**src/rtl/mthd_emit_pkg.sv**
```systemverilog
package mthd_emit_pkg;

   localparam int HDR_WADDR_W = 12;
   localparam int HDR_INC_LSB = 12;
   localparam int HDR_INC_W   = 4;
   localparam int HDR_USED_W  = HDR_INC_LSB + HDR_INC_W;

   typedef struct packed {
      logic [HDR_INC_W-1:0]   inc;
      logic [HDR_WADDR_W-1:0] waddr;
   } hdr_t;

   function automatic hdr_t decode_hdr(input logic [HDR_USED_W-1:0] w);
      hdr_t h;
      h.waddr = w[HDR_WADDR_W-1:0];
      h.inc   = w[HDR_INC_LSB +: HDR_INC_W];
      return h;
   endfunction

endpackage

```
**src/rtl/mthd_emit_store.sv**
```systemverilog
module mthd_emit_store #(
   parameter int DW    = 32,
   parameter int DEPTH = 8,
   localparam int IW   = (DEPTH > 1) ? $clog2(DEPTH) : 1
) (
   input  logic          clk,
   input  logic          wr_en,
   input  logic [IW-1:0] wr_idx,
   input  logic [DW-1:0] wr_data,
   input  logic [IW-1:0] rd_idx,
   output logic [DW-1:0] rd_data
);

   logic [DW-1:0] ent [DEPTH];

   for (genvar i = 0; i < DEPTH; i++) begin : g_ent
      logic [DW-1:0] slot_q;
      always_ff @(posedge clk) begin
         if (wr_en && wr_idx == IW'(i)) slot_q <= wr_data;
      end
      assign ent[i] = slot_q;
   end

   assign rd_data = ent[rd_idx];

endmodule

```
**src/rtl/mthd_emit_addr.sv**
```systemverilog
module mthd_emit_addr #(
   parameter int ADDR_W  = 14,
   parameter int WADDR_W = 12,
   parameter int INC_W   = 4
) (
   input  logic               clk,
   input  logic               rst_n,
   input  logic               load,
   input  logic [WADDR_W-1:0] load_waddr,
   input  logic [INC_W-1:0]   load_inc,
   input  logic               step,
   output logic [ADDR_W-1:0]  addr,
   output logic [INC_W-1:0]   inc
);

   if (ADDR_W != WADDR_W + 2) begin : g_bad_width
      $error("ADDR_W must equal WADDR_W + 2");
   end
   if (ADDR_W < INC_W + 2) begin : g_bad_inc
      $error("ADDR_W too narrow for stride");
   end

   logic [ADDR_W-1:0] addr_q;
   logic [INC_W-1:0]  inc_q;

   always_ff @(posedge clk or negedge rst_n) begin
      if (!rst_n) begin
         addr_q <= '0;
         inc_q  <= '0;
      end else if (load) begin
         addr_q <= {load_waddr, 2'b00};
         inc_q  <= load_inc;
      end else if (step) begin
         addr_q <= addr_q + ADDR_W'({inc_q, 2'b00});
      end
   end

   assign addr = addr_q;
   assign inc  = inc_q;

endmodule

```
**src/rtl/mthd_emitter.sv**
```systemverilog
module mthd_emitter
   import mthd_emit_pkg::*;
#(
   parameter int DW     = 32,
   parameter int DEPTH  = 8,
   parameter int ADDR_W = 14
) (
   input  logic              clk,
   input  logic              rst_n,
   input  logic              hdr_valid,
   input  logic [31:0]       hdr_word,
   input  logic              dat_valid,
   input  logic [DW-1:0]     dat_word,
   input  logic              flush_req,
   output logic              in_ready,
   output logic              out_valid,
   input  logic              out_ready,
   output logic [ADDR_W-1:0] out_addr,
   output logic [DW-1:0]     out_data,
   output logic              err_overflow,
   output logic              err_orphan
);

   localparam int IW = (DEPTH > 1) ? $clog2(DEPTH) : 1;
   localparam int CW = $clog2(DEPTH + 1);

   if (DEPTH < 1) begin : g_bad_depth
      $error("DEPTH must be at least 1");
   end
   if (ADDR_W != HDR_WADDR_W + 2) begin : g_bad_addr
      $error("ADDR_W must be header address width plus 2");
   end

   logic          held_q, drain_q, pend_q;
   logic [CW-1:0] cnt_q;
   logic [IW-1:0] rd_q;
   hdr_t          pend_hdr_q;
   logic          ovf_q, orph_q;

   hdr_t new_hdr;
   logic unused_hdr_hi;
   assign new_hdr       = decode_hdr(hdr_word[HDR_USED_W-1:0]);
   assign unused_hdr_hi = ^hdr_word[31:HDR_USED_W];

   logic accept, hdr_take, fl_take, dat_take, has_words, fire, last, wr_en;
   assign accept    = !drain_q;
   assign hdr_take  = accept && hdr_valid;
   assign fl_take   = accept && flush_req && !hdr_valid;
   assign dat_take  = accept && dat_valid && !hdr_valid && !flush_req;
   assign has_words = held_q && (cnt_q != '0);
   assign fire      = drain_q && out_ready;
   assign last      = fire && (CW'(rd_q) + CW'(1) == cnt_q);
   assign wr_en     = dat_take && held_q && (cnt_q != CW'(DEPTH));

   logic [ADDR_W-1:0]      cur_addr;
   logic [HDR_INC_W-1:0]   cur_inc;
   logic                   ld;
   logic [HDR_WADDR_W-1:0] ld_waddr;
   logic [HDR_INC_W-1:0]   ld_inc;

   assign ld       = (hdr_take && !has_words) || (last && pend_q);
   assign ld_waddr = hdr_take ? new_hdr.waddr : pend_hdr_q.waddr;
   assign ld_inc   = hdr_take ? new_hdr.inc   : pend_hdr_q.inc;

   mthd_emit_addr #(
      .ADDR_W (ADDR_W),
      .WADDR_W(HDR_WADDR_W),
      .INC_W  (HDR_INC_W)
   ) u_addr (
      .clk       (clk),
      .rst_n     (rst_n),
      .load      (ld),
      .load_waddr(ld_waddr),
      .load_inc  (ld_inc),
      .step      (fire),
      .addr      (cur_addr),
      .inc       (cur_inc)
   );

   mthd_emit_store #(
      .DW   (DW),
      .DEPTH(DEPTH)
   ) u_store (
      .clk    (clk),
      .wr_en  (wr_en),
      .wr_idx (IW'(cnt_q)),
      .wr_data(dat_word),
      .rd_idx (rd_q),
      .rd_data(out_data)
   );

   always_ff @(posedge clk or negedge rst_n) begin
      if (!rst_n) begin
         held_q     <= 1'b0;
         drain_q    <= 1'b0;
         pend_q     <= 1'b0;
         pend_hdr_q <= '0;
         cnt_q      <= '0;
         rd_q       <= '0;
         ovf_q      <= 1'b0;
         orph_q     <= 1'b0;
      end else if (drain_q) begin
         if (last) begin
            drain_q <= 1'b0;
            cnt_q   <= '0;
            rd_q    <= '0;
            held_q  <= pend_q;
            pend_q  <= 1'b0;
         end else if (fire) begin
            rd_q <= rd_q + IW'(1);
         end
      end else if (hdr_take) begin
         if (has_words) begin
            drain_q    <= 1'b1;
            pend_q     <= 1'b1;
            pend_hdr_q <= new_hdr;
            rd_q       <= '0;
         end else begin
            held_q <= 1'b1;
            cnt_q  <= '0;
         end
      end else if (fl_take) begin
         if (has_words) begin
            drain_q <= 1'b1;
            rd_q    <= '0;
         end else begin
            held_q <= 1'b0;
            cnt_q  <= '0;
         end
      end else if (dat_take) begin
         if (!held_q)                     orph_q <= 1'b1;
         else if (cnt_q == CW'(DEPTH))    ovf_q  <= 1'b1;
         else                             cnt_q  <= cnt_q + CW'(1);
      end
   end

   assign in_ready     = !drain_q;
   assign out_valid    = drain_q;
   assign out_addr     = cur_addr;
   assign err_overflow = ovf_q;
   assign err_orphan   = orph_q;

   logic [ADDR_W-1:0] stride;
   assign stride = ADDR_W'({cur_inc, 2'b00});

   a_r7_hold_on_stall: assert property (@(posedge clk) disable iff (!rst_n)
      out_valid && !out_ready |=> out_valid && $stable(out_addr) && $stable(out_data));

   a_r2_stride_step: assert property (@(posedge clk) disable iff (!rst_n)
      out_valid && out_ready && !last |=> out_addr == $past(out_addr) + $past(stride));

   a_r6_silent_flush: assert property (@(posedge clk) disable iff (!rst_n)
      fl_take && !held_q |=> !out_valid);

   a_r8_orphan_sticky: assert property (@(posedge clk) disable iff (!rst_n)
      err_orphan |=> err_orphan);

   a_r9_overflow_sticky: assert property (@(posedge clk) disable iff (!rst_n)
      err_overflow |=> err_overflow);

   a_r3_count_bound: assert property (@(posedge clk) disable iff (!rst_n)
      cnt_q <= CW'(DEPTH));

endmodule

```
**config.mk**
```make
export PLATFORM = sky130hd
export DESIGN_NAME = mthd_emitter
export DESIGN_NICKNAME = d
export VERILOG_FILES = /design/src/rtl/mthd_emit_pkg.sv /design/src/rtl/mthd_emit_store.sv /design/src/rtl/mthd_emit_addr.sv /design/src/rtl/mthd_emitter.sv
export SDC_FILE = /design/constraint.sdc
export NUM_CORES = 1
export LEC_CHECK = 0
export BUFFER_PORTS_ARGS = -buffer_cell sky130_fd_sc_hd__buf_2
export CORE_MARGIN = 4
export CORE_UTILIZATION = 50
export CTS_CLUSTER_DIAMETER = 150
export DETAILED_ROUTE_END_ITERATION = 7
export GPL_TIMING_DRIVEN = 1
export PLACE_DENSITY = 0.66
export SLEW_MARGIN = 30
export SYNTH_ARGS = -nofsm -noshare
export SYNTH_HDL_FRONTEND = slang
export SYNTH_SLANG_ARGS = --single-unit
```
**constraint.sdc**
```tcl
create_clock -name clk -period 4.3 [get_ports clk]
set_input_delay 0.215 -clock clk [delete_from_list [all_inputs] [get_ports clk]]
set_output_delay 0.215 -clock clk [all_outputs]
set_load 0.05 [all_outputs]
```
==> results.cfg <==
[finish]
area_growth_syn_to_layout_pct = 19.1
drive_gt1_share_pct = 34.3
n_antenna_cell = 0
n_fill_cell = 1744
post-route-util_pct = 61.0
fin_nets = 846
final_area_mm2 = 0.0145

[sta]
hold_viol = 0
fmax_ghz = 0.290
setup_violations = 0
finClkSkew_ns = 0.00903
slew_viol_final = 0
fin_crit_sh_pct = 80.1
finalCriticalPeriod_ns = 3.45
rsz0062_at_grt = no
slew_headroom_pct = 40.5
tightest_slew_ns = 0.893
fin_setup_tns_ns = 0
layout_setup_ws_ns = 0.854

[worst_setup_path]
crit_chain = buf_4 > mux4_2 > mux2_2 > buf_2
rr_worst_depth = 5
cp-end-kind = output pin
cp-endpoint = out_data[31]
reg2reg_from = out_valid
arrival_ns = 3.23
worstSetupPathType = register to output pin
cp-startpoint = rd_q[0]
cp_top_family = buffers and inverters
cp_num_buf_inv = 2
critPathMaxStageDelay_ns = 0.83
critPathMaxFanout = 38
start_kind = register
timing.rr.end = u_store.g_ent[1].slot_q[6]
worstPathRequired_ns = 4.09
reg2reg_slack_ns = 1.33
cp.depth = 4
crit_path_top_delay_cell = dfrtp_4

[global_route]
grt_use_total_pct = 17.9
grt_pass1_wl_mm = 37.1
antenna_found_initial = 0
grt_pass1_vias = 6703
grt_overflow = 0
grt_max_degree = 51

[synthesis]
synth_cells = 597
ys_types = 53
synth.cell_area_mm2 = 0.0121
async_flop_share_pct = 14.7
yosys_register_bits = 300
synth_warnings = 0
synth_ff_type = edfxtp_1
synth_edf_count = 256
avgSynthCellArea_um2 = 20.3
synth_seq_area_share_pct = 72.4

[cts]
cts_tree = done
clock_sinks = 300
cts_buffers = 30
clock_latency_ns = 0.54
cts_max_level = 1
clkTransAtPathRegs_ns = 0.06
post_cts_buffers = 0
clock_path_buffers = 3
cts-root-buf = clkbuf_16

[routing]
drc = 0
wl_per_cell_um = 21.3
viasPerCell = 5.54
wl_met1_mm = 9.69
wl_met2_mm = 12.2
wl_met3_mm = 1.21
totalWireLength_mm = 23.5
num_vias = 6109
first_pass_iters = 5
top_layer_used = met4
ant_nets = 0
drtIter0Drc = 406

[placement]
pre_cts_slack_ns = 1.32
gp_congestion = 0.778
io_buffers = 101
dp_hpwl_mm = 13.3
dpl_cell_area_mm2 = 0.0130

[pwr]
peakVddDrop_v = 0.000361
power_density_mw_per_mm2 = 607
p_leak_nw = 5.13

[floorplanning]
die_x_um = 164
pin_count = 120
floorplan.initialDensity_pct = 51.2
dieArea_mm2 = 0.0268
die_h_um = 164
rows = 56
core_area_mm2 = 0.0237

[worst_hold_path]
hp-class = primary input to async pin

[outcome]
status = completed

[job]
drv_cap = 0
[power by group]
group	internal (W)	total [W]	switching (W)
logic	0.00111	0.00273	0.00162
clock network	0.00141	0.00242	0.00100
registers	0.00334	0.00361	0.000273
total	0.00587	0.00876	0.00290
[cells in the mapped netlist, types with 2 or more instances]
master	count	share of area, %
a21oi_1	8	0.33
mux4_2	64	12
a211oi_1	3	0.19
buf_4	2	0.12
nor2_1	5	0.15
buf_2	10	0.41
mux2i_1	29	2.4
nor2b_1	3	0.15
nand2_1	12	0.37
dfrtp_1	44	9.1
and3_1	8	0.41
o41ai_1	2	0.14
o21a_1	2	0.12
edfxtp_1	256	63
buf_6	2	0.19
ha_1	11	1.1
xnor2_1	10	0.72
a211o_1	2	0.14
inv_1	10	0.31
nand3_1	5	0.21
nand4_1	2	0.10
o21ai_1	6	0.25
a31oi_1	2	0.10
nor3_1	6	0.25
o31ai_1	2	0.12
buf_1	5	0.15
mux2_1	16	1.5
xor2_1	2	0.14
clkbuf_1	8	0.25
mux2_2	35	3.2
mux2_4	3	0.37
[state kept, by name, summed over array words and instances, names as in the netlist, 3 cells and up]
| signal | count |
|---|---|
| u_store.g_ent.slot_q | 256 |
| rd_q | 3 |
| cnt_q | 4 |
| u_addr.addr | 12 |
| pend_hdr_q | 16 |
| u_addr.inc | 4 |
[metal layers]
metal	global-route usage, %	vias up
met2	31.2	167
met5	0	-
li1	-	2759
met3	2.66	27
met4	4.12	0
met1	24.3	3156
[per-stage QoR]
| step | hold WS (ns) | total power, W | instances |
|---|---|---|---|
| 2_1_floorplan | -0.0806 | 0.00581 | 598 |
| 3_3_place_gp | 0.425 | 0.00634 | 999 |
| 3_5_place_dp | 0.176 | 0.00640 | 1000 |
| 4_1_cts | 0.124 | 0.00887 | 1103 |
| 5_1_grt | 0.157 | 0.00919 | 1103 |
| 6_report | 0.152 | 0.00876 | 1103 |
[layout make-up]
cell class / count / area (um2) / area share [%]
Tap cell: 319 / 399 / 2.76
Sequential cell: 300 / 8800 / 60.9
Clock buffer: 34 / 787 / 5.45
Clock inverter: 18 / 130 / 0.901
Timing Repair Buffer: 162 / 1100 / 7.64
Multi-Input combinational cell: 259 / 3190 / 22.1
Inverter: 11 / 41.3 / 0.286
[cells by family after synthesis]
| logic type | synth area share, % |
|---|---|
| flops | 72.4 |
| mux | 19.4 |
| simple gates | 2.06 |
| compound gates | 2.37 |
| buf+inv | 1.59 |
| fa+ha+maj | 1.30 |
| xor+xnor | 0.866 |
| other cells | 0.0309 |
[worst min path at each step]
| stage | from | to | slack, ns | cells after the start |
|---|---|---|---|---|
| after floorplan | rst_n | cnt_q[0] | -0.08 | 0 |
| after global placement | rst_n | pend_hdr_q[2] | 0.43 | 1 |
| after detailed placement | rst_n | pend_hdr_q[2] | 0.18 | 1 |
| after CTS | flush_req | err_orphan | 0.12 | 3 |
| after global routing | flush_req | err_orphan | 0.16 | 3 |
| final | rst_n | pend_hdr_q[2] | 0.15 | 2 |
[placed cells by master (no fill, tap or decap), types with 3 or more instances in the layout]
master         instances
o21ai_1                6
nand2_1               12
dlygate4sd3_1         51
clkbuf_1               3
ha_1                  11
edfxtp_1             256
a21oi_1                8
mux4_2                64
mux2_4                 3
clkinv_2               8
mux2i_1               29
buf_2                101
nor3_1                 5
clkbuf_16             31
buf_4                  9
inv_1                 10
clkinv_1               8
dfrtp_1               41
and3_4                 5
nand3_1                5
a211oi_1               3
nor2b_1                3
nor2_1                 5
mux2_1                16
xnor2_1               10
mux2_2                35
[repair_timing]
| action | in CTS | in global routing |
|---|---|---|
| resized for setup | 0 | 0 |
| hold buffers | 51 | 0 |
| hold endpoints to repair | 326 | 0 |
Note: power is estimated with default switching activity, not from simulation.
